## src/rtl/tmr_pkg.sv

```systemverilog
package tmr_pkg;
  localparam logic [1:0] ADR_CNT  = 2'd0;
  localparam logic [1:0] ADR_LIMA = 2'd1;
  localparam logic [1:0] ADR_LIMB = 2'd2;
  localparam logic [1:0] ADR_CTL  = 2'd3;
  localparam int CTL_W = 5;

  typedef struct packed {
    logic pin_gpio;
    logic pwd_sel;
    logic cont;
    logic ext_sel;
    logic en;
  } ctl_t;
endpackage

```

## src/rtl/tmr_insync.sv

```systemverilog
module tmr_insync #(
  parameter int STAGES = 2
) (
  input  logic clk,
  input  logic rst_n,
  input  logic raw,
  output logic rise
);
  localparam int LAST = STAGES;

  logic [LAST:0] chain_q;
  logic [LAST:0] chain_d;

  always_comb begin
    chain_d[0] = raw;
    for (int i = 1; i <= LAST; i++) chain_d[i] = chain_q[i-1];
  end

  always_ff @(posedge clk or negedge rst_n) begin
    if (!rst_n) chain_q <= '1;
    else        chain_q <= chain_d;
  end

  assign rise = chain_q[LAST-1] & ~chain_q[LAST];

  a_r3_single_event: assert property (@(posedge clk) disable iff (!rst_n)
    rise |=> !rise);
endmodule

```

## src/rtl/tmr_regs.sv

```systemverilog
module tmr_regs #(
  parameter int CNT_W = 16
) (
  input  logic             clk,
  input  logic             rst_n,
  input  logic             wr_en,
  input  logic [1:0]       wr_addr,
  input  logic [CNT_W-1:0] wr_data,
  output logic [CNT_W-1:0] lim_a,
  output logic [CNT_W-1:0] lim_b,
  output tmr_pkg::ctl_t    ctl,
  output logic             cnt_wr,
  output logic             ctl_wr
);
  import tmr_pkg::*;

  logic lima_wr, limb_wr;

  always_comb begin
    cnt_wr  = wr_en && (wr_addr == ADR_CNT);
    lima_wr = wr_en && (wr_addr == ADR_LIMA);
    limb_wr = wr_en && (wr_addr == ADR_LIMB);
    ctl_wr  = wr_en && (wr_addr == ADR_CTL);
  end

  always_ff @(posedge clk or negedge rst_n) begin
    if (!rst_n) begin
      lim_a <= '0;
      lim_b <= '0;
      ctl   <= '0;
    end else begin
      if (lima_wr) lim_a <= wr_data;
      if (limb_wr) lim_b <= wr_data;
      if (ctl_wr)  ctl   <= ctl_t'(wr_data[CTL_W-1:0]);
    end
  end
endmodule

```

## src/rtl/tmr_core.sv

```systemverilog
module tmr_core #(
  parameter int CNT_W = 16
) (
  input  logic             clk,
  input  logic             rst_n,
  input  logic             evt,
  input  tmr_pkg::ctl_t    ctl,
  input  logic [CNT_W-1:0] lim_a,
  input  logic [CNT_W-1:0] lim_b,
  input  logic             cnt_wr,
  input  logic             ctl_wr,
  input  logic [CNT_W-1:0] ld_val,
  output logic [CNT_W-1:0] count,
  output logic             wave
);
  logic [CNT_W-1:0] cnt_q, cnt_d, lim;
  logic ph_q, ph_d, done_q, done_d;
  logic tick, at_lim;

  always_comb begin
    lim    = ph_q ? lim_b : lim_a;
    at_lim = (cnt_q == lim);
    tick   = ctl.en & (ctl.ext_sel ? evt : 1'b1) & ~done_q & ~cnt_wr & ~ctl_wr;
    cnt_d  = cnt_q;
    ph_d   = ph_q;
    done_d = done_q;
    if (cnt_wr) begin
      cnt_d = ld_val;
    end else if (ctl_wr) begin
      ph_d   = 1'b0;
      done_d = 1'b0;
    end else if (tick) begin
      if (at_lim) begin
        cnt_d = '0;
        if (ctl.cont) ph_d   = ~ph_q;
        else          done_d = 1'b1;
      end else begin
        cnt_d = cnt_q + 1'b1;
      end
    end
  end

  always_ff @(posedge clk or negedge rst_n) begin
    if (!rst_n) begin
      cnt_q  <= '0;
      ph_q   <= 1'b0;
      done_q <= 1'b0;
    end else begin
      cnt_q  <= cnt_d;
      ph_q   <= ph_d;
      done_q <= done_d;
    end
  end

  assign count = cnt_q;
  assign wave  = ctl.cont ? ph_q : ~(ctl.en & ~done_q);

  a_r2_step: assert property (@(posedge clk) disable iff (!rst_n)
    tick && !at_lim |=> (cnt_q - $past(cnt_q)) == CNT_W'(1));
  a_r7_wrap: assert property (@(posedge clk) disable iff (!rst_n)
    tick && at_lim |=> cnt_q == '0);
  a_r7_alternate: assert property (@(posedge clk) disable iff (!rst_n)
    tick && at_lim && ctl.cont |=> ph_q != $past(ph_q));
  a_r8_stays_done: assert property (@(posedge clk) disable iff (!rst_n)
    done_q && !ctl_wr && !cnt_wr |=> done_q && $stable(cnt_q));
  a_r9_idle_hold: assert property (@(posedge clk) disable iff (!rst_n)
    !ctl.en && !cnt_wr |=> $stable(cnt_q));
  a_r10_load: assert property (@(posedge clk) disable iff (!rst_n)
    cnt_wr |=> cnt_q == $past(ld_val));
  a_r12_restart: assert property (@(posedge clk) disable iff (!rst_n)
    ctl_wr |=> !ph_q && !done_q);
endmodule

```

## src/rtl/tmr_unit.sv

```systemverilog
module tmr_unit #(
  parameter int CNT_W       = 16,
  parameter int SYNC_STAGES = 2
) (
  input  logic             clk,
  input  logic             rst_n,
  input  logic             bus_hold,
  input  logic             wr_en,
  input  logic [1:0]       wr_addr,
  input  logic [CNT_W-1:0] wr_data,
  input  logic [1:0]       rd_addr,
  output logic [CNT_W-1:0] rd_data,
  input  logic             ext_in,
  input  logic             pwd_in,
  output logic             tmr_out,
  output logic             tmr_oe
);
  import tmr_pkg::*;

  ctl_t             ctl;
  logic [CNT_W-1:0] lim_a, lim_b, count;
  logic             cnt_wr, ctl_wr, src_raw, evt, alive_q;

  always_comb begin
    if (ctl.pwd_sel)       src_raw = pwd_in;
    else if (ctl.pin_gpio) src_raw = 1'b1;
    else                   src_raw = ext_in;
  end

  tmr_insync #(.STAGES(SYNC_STAGES)) u_sync (
    .clk(clk), .rst_n(rst_n), .raw(src_raw), .rise(evt)
  );

  tmr_regs #(.CNT_W(CNT_W)) u_regs (
    .clk(clk), .rst_n(rst_n), .wr_en(wr_en), .wr_addr(wr_addr),
    .wr_data(wr_data), .lim_a(lim_a), .lim_b(lim_b), .ctl(ctl),
    .cnt_wr(cnt_wr), .ctl_wr(ctl_wr)
  );

  tmr_core #(.CNT_W(CNT_W)) u_core (
    .clk(clk), .rst_n(rst_n), .evt(evt), .ctl(ctl), .lim_a(lim_a),
    .lim_b(lim_b), .cnt_wr(cnt_wr), .ctl_wr(ctl_wr), .ld_val(wr_data),
    .count(count), .wave(tmr_out)
  );

  always_ff @(posedge clk or negedge rst_n) begin
    if (!rst_n) alive_q <= 1'b0;
    else        alive_q <= 1'b1;
  end

  assign tmr_oe = alive_q & ~bus_hold;

  always_comb begin
    case (rd_addr)
      ADR_CNT:  rd_data = count;
      ADR_LIMA: rd_data = lim_a;
      ADR_LIMB: rd_data = lim_b;
      default:  rd_data = CNT_W'(ctl);
    endcase
  end

  a_r11_alive_after_reset: assert property (@(posedge clk) disable iff (!rst_n)
    1'b1 |=> alive_q);
endmodule

```

## config.mk

```make
export PLATFORM = sky130hd
export DESIGN_NAME = tmr_unit
export DESIGN_NICKNAME = d
export VERILOG_FILES = /design/src/rtl/tmr_pkg.sv /design/src/rtl/tmr_insync.sv /design/src/rtl/tmr_regs.sv /design/src/rtl/tmr_core.sv /design/src/rtl/tmr_unit.sv
export SDC_FILE = /design/constraint.sdc
export NUM_CORES = 1
export LEC_CHECK = 0
export BUFFER_PORTS_ARGS = -buffer_cell sky130_fd_sc_hd__buf_2
export CORE_UTILIZATION = 42
export CTS_CLUSTER_SIZE = 24
export DETAILED_ROUTE_END_ITERATION = 6
export GPL_TIMING_DRIVEN = 1
export PLACE_DENSITY_LB_ADDON = 0.2
export SLEW_MARGIN = 25
export SYNTH_ARGS = -nofsm -noshare
export SYNTH_HDL_FRONTEND = slang
export SYNTH_SLANG_ARGS = --single-unit
```

## constraint.sdc

```tcl
create_clock -name clk -period 2 [get_ports clk]
set_input_delay 0.3 -clock clk [delete_from_list [all_inputs] [get_ports clk]]
set_output_delay 0.3 -clock clk [all_outputs]
set_load 0.005 [all_outputs]
```

# Word-level counts from Yosys, hierarchy flattened
# Cells that the tools add are included.
dict set report op_classes {
  n_addsub 1
  eq_ne 8
  n_mux 18
  bitwise_logic 14
  reduce_logical 13
}
# operator n
set ops {}
lappend ops {{$mux 16} 5}
lappend ops {{$pmux 16 s3} 1}
lappend ops {{$add 16x1->16 const B} 1}
lappend ops {{$eq 16x16->1} 1}
lappend ops {{$mux 1} 12}
lappend ops {{$reduce_and 4->1} 2}
lappend ops {{$reduce_bool 2->1} 4}
lappend ops {{$and 1x1->1} 7}
lappend ops {{$not 1->1} 7}
lappend ops {{$eq 2x2->1 const B} 3}
lappend ops {{$eq 2x1->1 const B} 2}
lappend ops {{$logic_and 1x1->1} 4}
lappend ops {{$logic_not 2->1} 2}
lappend ops {{$ne 2x1->1 const B} 2}
lappend ops {{$reduce_and 2->1} 1}
dict set report totals {
  reg_bits 59
  input_bits 26
  output_inout_bits 18
  elab_cells 66
}

# Depth between registers and ports, before layout
# Gate-level depths: netlist of run 1.
dict set report depth {
  word_depth 10
  ltp_mapped 10
  depth_no_buf 7
}

# Modules after synthesis
# From an unflattened synthesis of run 1, not the netlist that was laid out.
dict set report hier_totals {
  hier_cells 294
  area_unflattened_um2 3508.4
}
# module instances cells_each area_per_inst_um2 seq_area_each_um2
set modules_own_cells {}
lappend modules_own_cells {tmr_core 1 170 1501.4 450.4}
lappend modules_own_cells {tmr_regs 1 81 1496.4 925.9}
lappend modules_own_cells {tmr_unit 1 39 417.9 25.0}
lappend modules_own_cells {tmr_insync 1 4 92.6 78.8}

# Worst setup path after synthesis of run 1
# OpenSTA, ideal clock, no wires.
dict set report synth_timing {
  kind {register to register}
  start {reg u_core.ph_q}
  end {reg u_core.ph_q}
  setup_time_ns 0.078
  t_arrival_ns 1.859
  required_time_ns 1.922
  slack_ns 0.063
  path_stages_with_launch 9
  n_path_buf 2
  synth_period_minus_slack_ns 1.937
  cell_sequence {dfrtp_1 buf_6 buf_12 mux2i_1 xnor2_1 nor4_1 nand4_1 or4_1 a21oi_1}
}
dict set report synth_between {
  elab_chain_len 5
  elab_cells_between_ends 9
  cone_classes {eq/ne: 1; mux: 5; bitwise: 1; reduce/logical: 2}
}
# item line
set synth_rtl {}
lappend synth_rtl {{from (decl)} tmr_core.sv:17} ;# logic ph_q, ph_d, done_q, done_d;
lappend synth_rtl {{from (signal assigned)} tmr_core.sv:50} ;# ph_q <= ph_d;
lappend synth_rtl {{branches (longest 5 deep; another with $mux 16)} --}
# Parallel ways; which one is timed is not known. The select of a mux whose other input is x is not followed.
# A chain may end at the register's enable or synchronous reset.

# Worst setup path after layout of run 1
# Ends and elaborated chain as after synthesis.

==> results of run 1 <==
## kinds of logic after synthesis
kind of cell / synth area share
multiplexers: 0.2389
flip-flops: 0.4362
other: 0.001105
buffers and inverters: 0.03761
AO/OA/AOI/OAI: 0.08886
adder cells (fa/ha/maj): 0.003687
AND/OR/NAND/NOR: 0.1523
XOR/XNOR: 0.04130
## layout by cell type, fill, tap and decap left out, types with 9 or more instances in the layout
master    count
and3_1       10
buf_2        43
o21ai_0      26
clkbuf_8      9
nand2_1      33
mux2i_1      23
dfrtp_1      56
xnor2_1      16
nor4_1       11
a22oi_1      14
buf_4        23
mux2_2       38
## what timing repair did
action / 4_1_cts / 5_1_grt
resized for setup: 1 / 9
pin swaps: 2 / 2
hold endpoints to repair: 56 / 0
endpoints found under the setup margin: 3 / 18
hold buffers: 1 / 0
## synth_stat cells, types with 2 or more instances
cell type / instances / area, um^2
nor2_1: 8 / 30.03
a22oi_1: 14 / 105.1
inv_1: 2 / 7.510
and3_1: 10 / 62.56
a21oi_1: 6 / 30.03
clkbuf_1: 18 / 67.56
nor2b_1: 4 / 25.02
nand3_1: 8 / 40.04
mux4_2: 5 / 112.6
xnor2_1: 16 / 140.1
nor4b_1: 4 / 35.03
buf_1: 2 / 7.510
dfrtp_1: 56 / 1401
nand2b_1: 2 / 12.51
o21ai_0: 26 / 130.1
mux2_2: 38 / 427.9
nor3_1: 2 / 10.01
nor3b_1: 2 / 15.01
and2_1: 2 / 12.51
nand2_1: 33 / 123.9
dfstp_2: 3 / 78.83
nand3b_1: 2 / 15.01
mux2i_1: 27 / 270.3
nor4_1: 14 / 87.58
nand4_1: 5 / 31.28
## final timing paths
path / start / depth (start not counted) / slack [ns] / endpoint
setup / recovery: u_core.ph_q / 8 / -0.15 / u_core.ph_q
hold / removal: pwd_in / 3 / 0.18 / u_sync.chain_q[0]
setup reg to reg: u_core.ph_q / 8 / -0.15 / u_core.ph_q
hold reg to reg: u_sync.chain_q[0] / 0 / 0.36 / u_sync.chain_q[1]
max in group asynchronous: rst_n / 3 / 1.20 / u_sync.chain_q[0]
min in group asynchronous: rst_n / 3 / 0.49 / alive_q
## where the power goes
part / total [uW] / internal [uW] / switching [uW]
combinational: 1620 / 825 / 797
clock: 1450 / 951 / 496
sequential: 1740 / 1480 / 267
## sequential cells by signal, summed over array words and instances (netlist names)
signal / flops
u_core.count: 16
u_regs.lim_a: 16
u_regs.lim_b: 16
u_regs.ctl: 5
u_sync.chain_q: 3
alive_q: 1
u_core.done_q: 1
u_core.ph_q: 1
## metrics by stage
step,cell area (um^2),hold slack [ns],std cells,utilization,setup TNS [ns]
3_5_place_dp,3845,0.3374,469,0.4950,-0.2360
6_report,4165,0.1816,486,0.5362,-0.3185
2_1_floorplan,3393,0.004409,321,-,0
4_1_cts,4123,0.1845,486,0.5308,-0.2831
3_3_place_gp,3845,0.3352,469,0.4950,-0.06431
5_1_grt,4165,0.2060,486,0.5362,-2.542
## critical path: cells and delay by family (launching register included)
family	cells	cell delay, ns
simple gates	3	0.91
flops	1	0.41
xor+xnor	1	0.11
compound gates	1	0.13
buf+inv	2	0.30
mux	1	0.23
## layer usage
layer	vias up	global-route usage
met5	-	0
met4	0	0.06120
met3	8	0.04809
met2	71	0.3246
met1	1320	0.3022
li1	1295	-
## area by class of cell
class	count	area share
Clock buffer	9	0.02974
Timing Repair Buffer	70	0.1078
Clock inverter	7	0.03364
Tap cell	102	0.03064
Inverter	2	0.001802
Sequential cell	59	0.3554
Multi-Input combinational cell	237	0.4410
==> impl_metrics.tcl, run 1 <==
set metrics [dict create \
    status "finished, violations left" \
    violations "setup timing" \
    drive_gt1_frac 0.3724 \
    p_total_uw 4812 \
    worst_setup_path_start_kind "register" \
    wirelength_um 8346 \
    syn_nets 348 \
    ir_drop_uv 426.0 \
    die_area_um2 8443 \
    drt_iter0_drc 156 \
    place.gp.congestion 0.8561 \
    dpl.hpwl_um 5915 \
    wl_met2_um 3985 \
    diodes 0 \
    start_util 0.4369 \
    yosys_register_bits 59 \
    finClkSkew_ns 0.01493 \
    finalHoldViolCount 0 \
    yosysSeqAreaShare 0.4362 \
    register_area_um2 1480 \
    portBuffers 43 \
    period_share 1.077 \
    leakagePower_uw 0.001750 \
    syn_area_per_cell_um2 10.57 \
    end_kind "register" \
    wl_met1_um 3911 \
    antenna_found_initial 0 \
    cts_buffer_depth 2 \
    hold_path.class "in2reg" \
    place_ws_ns -0.1264 \
    fin_ws_ns -0.1539 \
    postRouteAntennaNets 0 \
    grt-ovfl-total 0 \
    wl_met3_um 353 \
    period_needed_ns 2.154 \
    cts_tree "yes" \
    setup_viol 3 \
    cp.arrival_ns 2.43 \
    viasPerCell 5.543 \
    first_pass_iters 4 \
    critPathMaxStageDelay_ns 0.50 \
    vias 2694 \
    syn_inst 321 \
    postCtsSetupRepairBufs 0 \
    finalNetCount 406 \
    numCtsBuffers 9 \
    ios 44 \
    topRoutingLayerUsed "met4" \
    grt_max_degree 60 \
    cp_max_fo 5 \
    die_w_um 91.89 \
    chipHeight_um 91.89 \
    grt_pass1_wl_um 13860 \
    ys_warn_count 0 \
    area.growth.synth_to_final_pct 22.75 \
    drv_slew 0 \
    critPathKind "reg2reg" \
    cts_htree_levels 3 \
    power_density_nw_per_um2 1155 \
    core_um2 7767 \
    grt_usage 0.2127 \
    first_global_vias 2624 \
    clock.fmax_mhz 464.3 \
    num_rows 32 \
    required_ns 2.27 \
    syn-cell-area_um2 3393 \
    ys_types 37 \
    multiInputGateArea_um2 1837 \
    path_cells "buf_12, mux2i_2, xnor2_1, nor4_2, buf_4, nand4_1, or4_1, a21oi_2" \
    routedWlPerCell_um 17.17 \
    drc 0 \
    rsz0062_at_grt "yes" \
    clk_pin_slew_worst_paths_ns 0.07 \
    synth_enable_flop_cells 0 \
    async_flop_share 1.000 \
    worst_skew_pair.late_latency_ns 0.35 \
    fill_cells 723 \
    cts.sinks 59 \
    maxCapViolCount 0 \
    cts_root_buf "clkbuf_8" \
    synth_ff_type "dfrtp_1" \
    slowest_stage "or4_1" \
]
(Power assumes the default switching activity.)
==> run 2, diff against run 1 <==
==> constraint.sdc (replaced) <==
create_clock -name clk -period 2 [get_ports clk]
set_input_delay 0.3 -clock clk [delete_from_list [all_inputs] [get_ports clk]]
set_output_delay 0.3 -clock clk [all_outputs]
set_load 0.05 [all_outputs]
==> run 2 against run 1 <==
The flow still finishes with violations (setup timing). Critical path depth fell by 1. Clock power fell by 15%. Routed wire length increased by 1.2%. Largest cell class unchanged. Highest routed layer unchanged.
==> impl_metrics.tcl, run 2 (same netlist as run 1, synthesis figures left out) <==
set metrics [dict create \
    drv_slew 0 \
    fin_ws_ns -0.1067 \
    end_kind "register" \
    viasPerCell 5.578 \
    clk_pin_slew_worst_paths_ns 0.07 \
    drive_gt1_frac 0.4249 \
    period_share 1.053 \
    period_needed_ns 2.107 \
    required_ns 2.27 \
    start_util 0.4369 \
    die_w_um 91.89 \
    finClkSkew_ns 0.008069 \
    power_density_nw_per_um2 1179 \
    timing.hold.ws_ns 0.1747 \
    ios 44 \
    layout_common_cells "dfrtp_1 (56), buf_2 (43), mux2_2 (38), nand2_1 (32), mux2i_1 (24)" \
    grt_usage 0.2154 \
    grt_pass1_wl_um 13920 \
    fill_cells 719 \
    worst_setup_path_start_kind "register" \
    cts.sinks 59 \
    cp.arrival_ns 2.38 \
    status "finished, violations left" \
    finalHoldViolCount 0 \
    finalNetCount 408 \
    cp_max_fo 6 \
    met2_usage 0.3408 \
    leakagePower_uw 0.001800 \
    ir_drop_uv 541.7 \
    area.growth.synth_to_final_pct 25.59 \
    clock.fmax_mhz 474.7 \
    first_global_vias 2669 \
    met3_usage 0.03814 \
    worst_skew_pair.late_latency_ns 0.34 \
    finalSetupTns_ns -0.1067 \
    cts_tree "yes" \
    diodes 0 \
    num_rows 32 \
    busiest_layer "met2" \
    drc 0 \
    maxCapViolCount 0 \
    cts_buffer_depth 2 \
    use_met1 0.2952 \
    grt_max_degree 33 \
    cts_root_buf "clkbuf_8" \
    placed_cells 468 \
    drt_iter0_drc 136 \
    cts_htree_levels 3 \
    portBuffers 43 \
    chipHeight_um 91.89 \
    fin_cells 488 \
    rrSetupSlack_ns -0.11 \
    mostFrequentLayoutCell "dfrtp_1" \
    die_area_um2 8443 \
    numCtsBuffers 9 \
    core_um2 7767 \
    grt-ovfl-total 0 \
    wirelength_um 8447 \
    first_pass_iters 4 \
    hold_path.class "in2reg" \
    antenna_found_initial 0 \
    critPathKind "reg2reg" \
    postRouteAntennaNets 0 \
    vias 2722 \
    place_ws_ns -0.08028 \
    p_total_uw 5023 \
    routedWlPerCell_um 17.31 \
    dpl.hpwl_um 5984 \
    place.gp.congestion 0.8418 \
    rsz0062_at_grt "yes" \
    violations "setup timing" \
    setup_viol 1 \
]
-- run 2: cell types whose count changed in the layout (fill, tap and decap cells not counted), sizes merged --
cell,delta
buf,+2
clkinv,+2
bufinv,-2
clkinvlp,-2
inv,+2
-- run 2: path summary, 6_finish.rpt --
| path | cells after the start | end | from |
|---|---|---|---|
| max | 7 | u_core.ph_q | u_core.ph_q |
| min | 3 | u_sync.chain_q[0] | pwd_in |
| max reg2reg | 7 | u_core.ph_q | u_core.ph_q |
| min reg2reg | 0 | u_sync.chain_q[1] | u_sync.chain_q[0] |
| max in group asynchronous | 3 | u_sync.chain_q[0] | rst_n |
| min in group asynchronous | 2 | u_regs.lim_a[9] | rst_n |
-- run 2: cell type report --
type | count | area (um^2) | area share
Sequential cell | 59 | 1480 | 0.3473
Tap cell | 102 | 127.6 | 0.02995
Timing Repair Buffer | 72 | 513.0 | 0.1204
Inverter | 2 | 7.507 | 0.001762
Multi-Input combinational cell | 237 | 1909 | 0.4480
Clock inverter | 7 | 100.1 | 0.02349
Clock buffer | 9 | 123.9 | 0.02907
-- run 2: per-layer routing --
metal,share of wire,vias up
met5,0,-
met3,0.047,8
met4,0.0095,0
li1,-,1301
met2,0.48,86
met1,0.46,1327
-- run 2: critical path, cell delays in order, from the launching register on --
cell and delay (ns):
dfrtp_1 0.40, buf_6 0.16, mux2i_1 0.21, xnor2_1 0.11, nor4_2 0.34, nand4_1 0.18, or4_1 0.49, a21oi_1 0.15
-- run 2: report_power, final --
part	internal, uW	total, uW	leakage (uW)	switching [uW]
clock	711	1230	0.000114	516
sequential	1480	1750	0.000666	273
combinational	906	2050	0.00102	1140
total	3090	5020	0.00180	1930
-- run 2: stage by stage --
stage	util	area (um^2)
3_3_place_gp	0.5005	3887
3_5_place_dp	0.5005	3887
2_1_floorplan	-	3432
4_1_cts	0.5319	4131
6_report	0.5486	4262
5_1_grt	0.5486	4262
-- run 2: repair_timing --
action | CTS | global route
setup buffers | 0 | 3
cloned | 0 | 0
endpoints found under the hold margin | 17 | 0
pin swaps | 0 | 3
gates resized for setup | 2 | 33
setup endpoints to repair | 2 | 16
hold buffers | 1 | 0
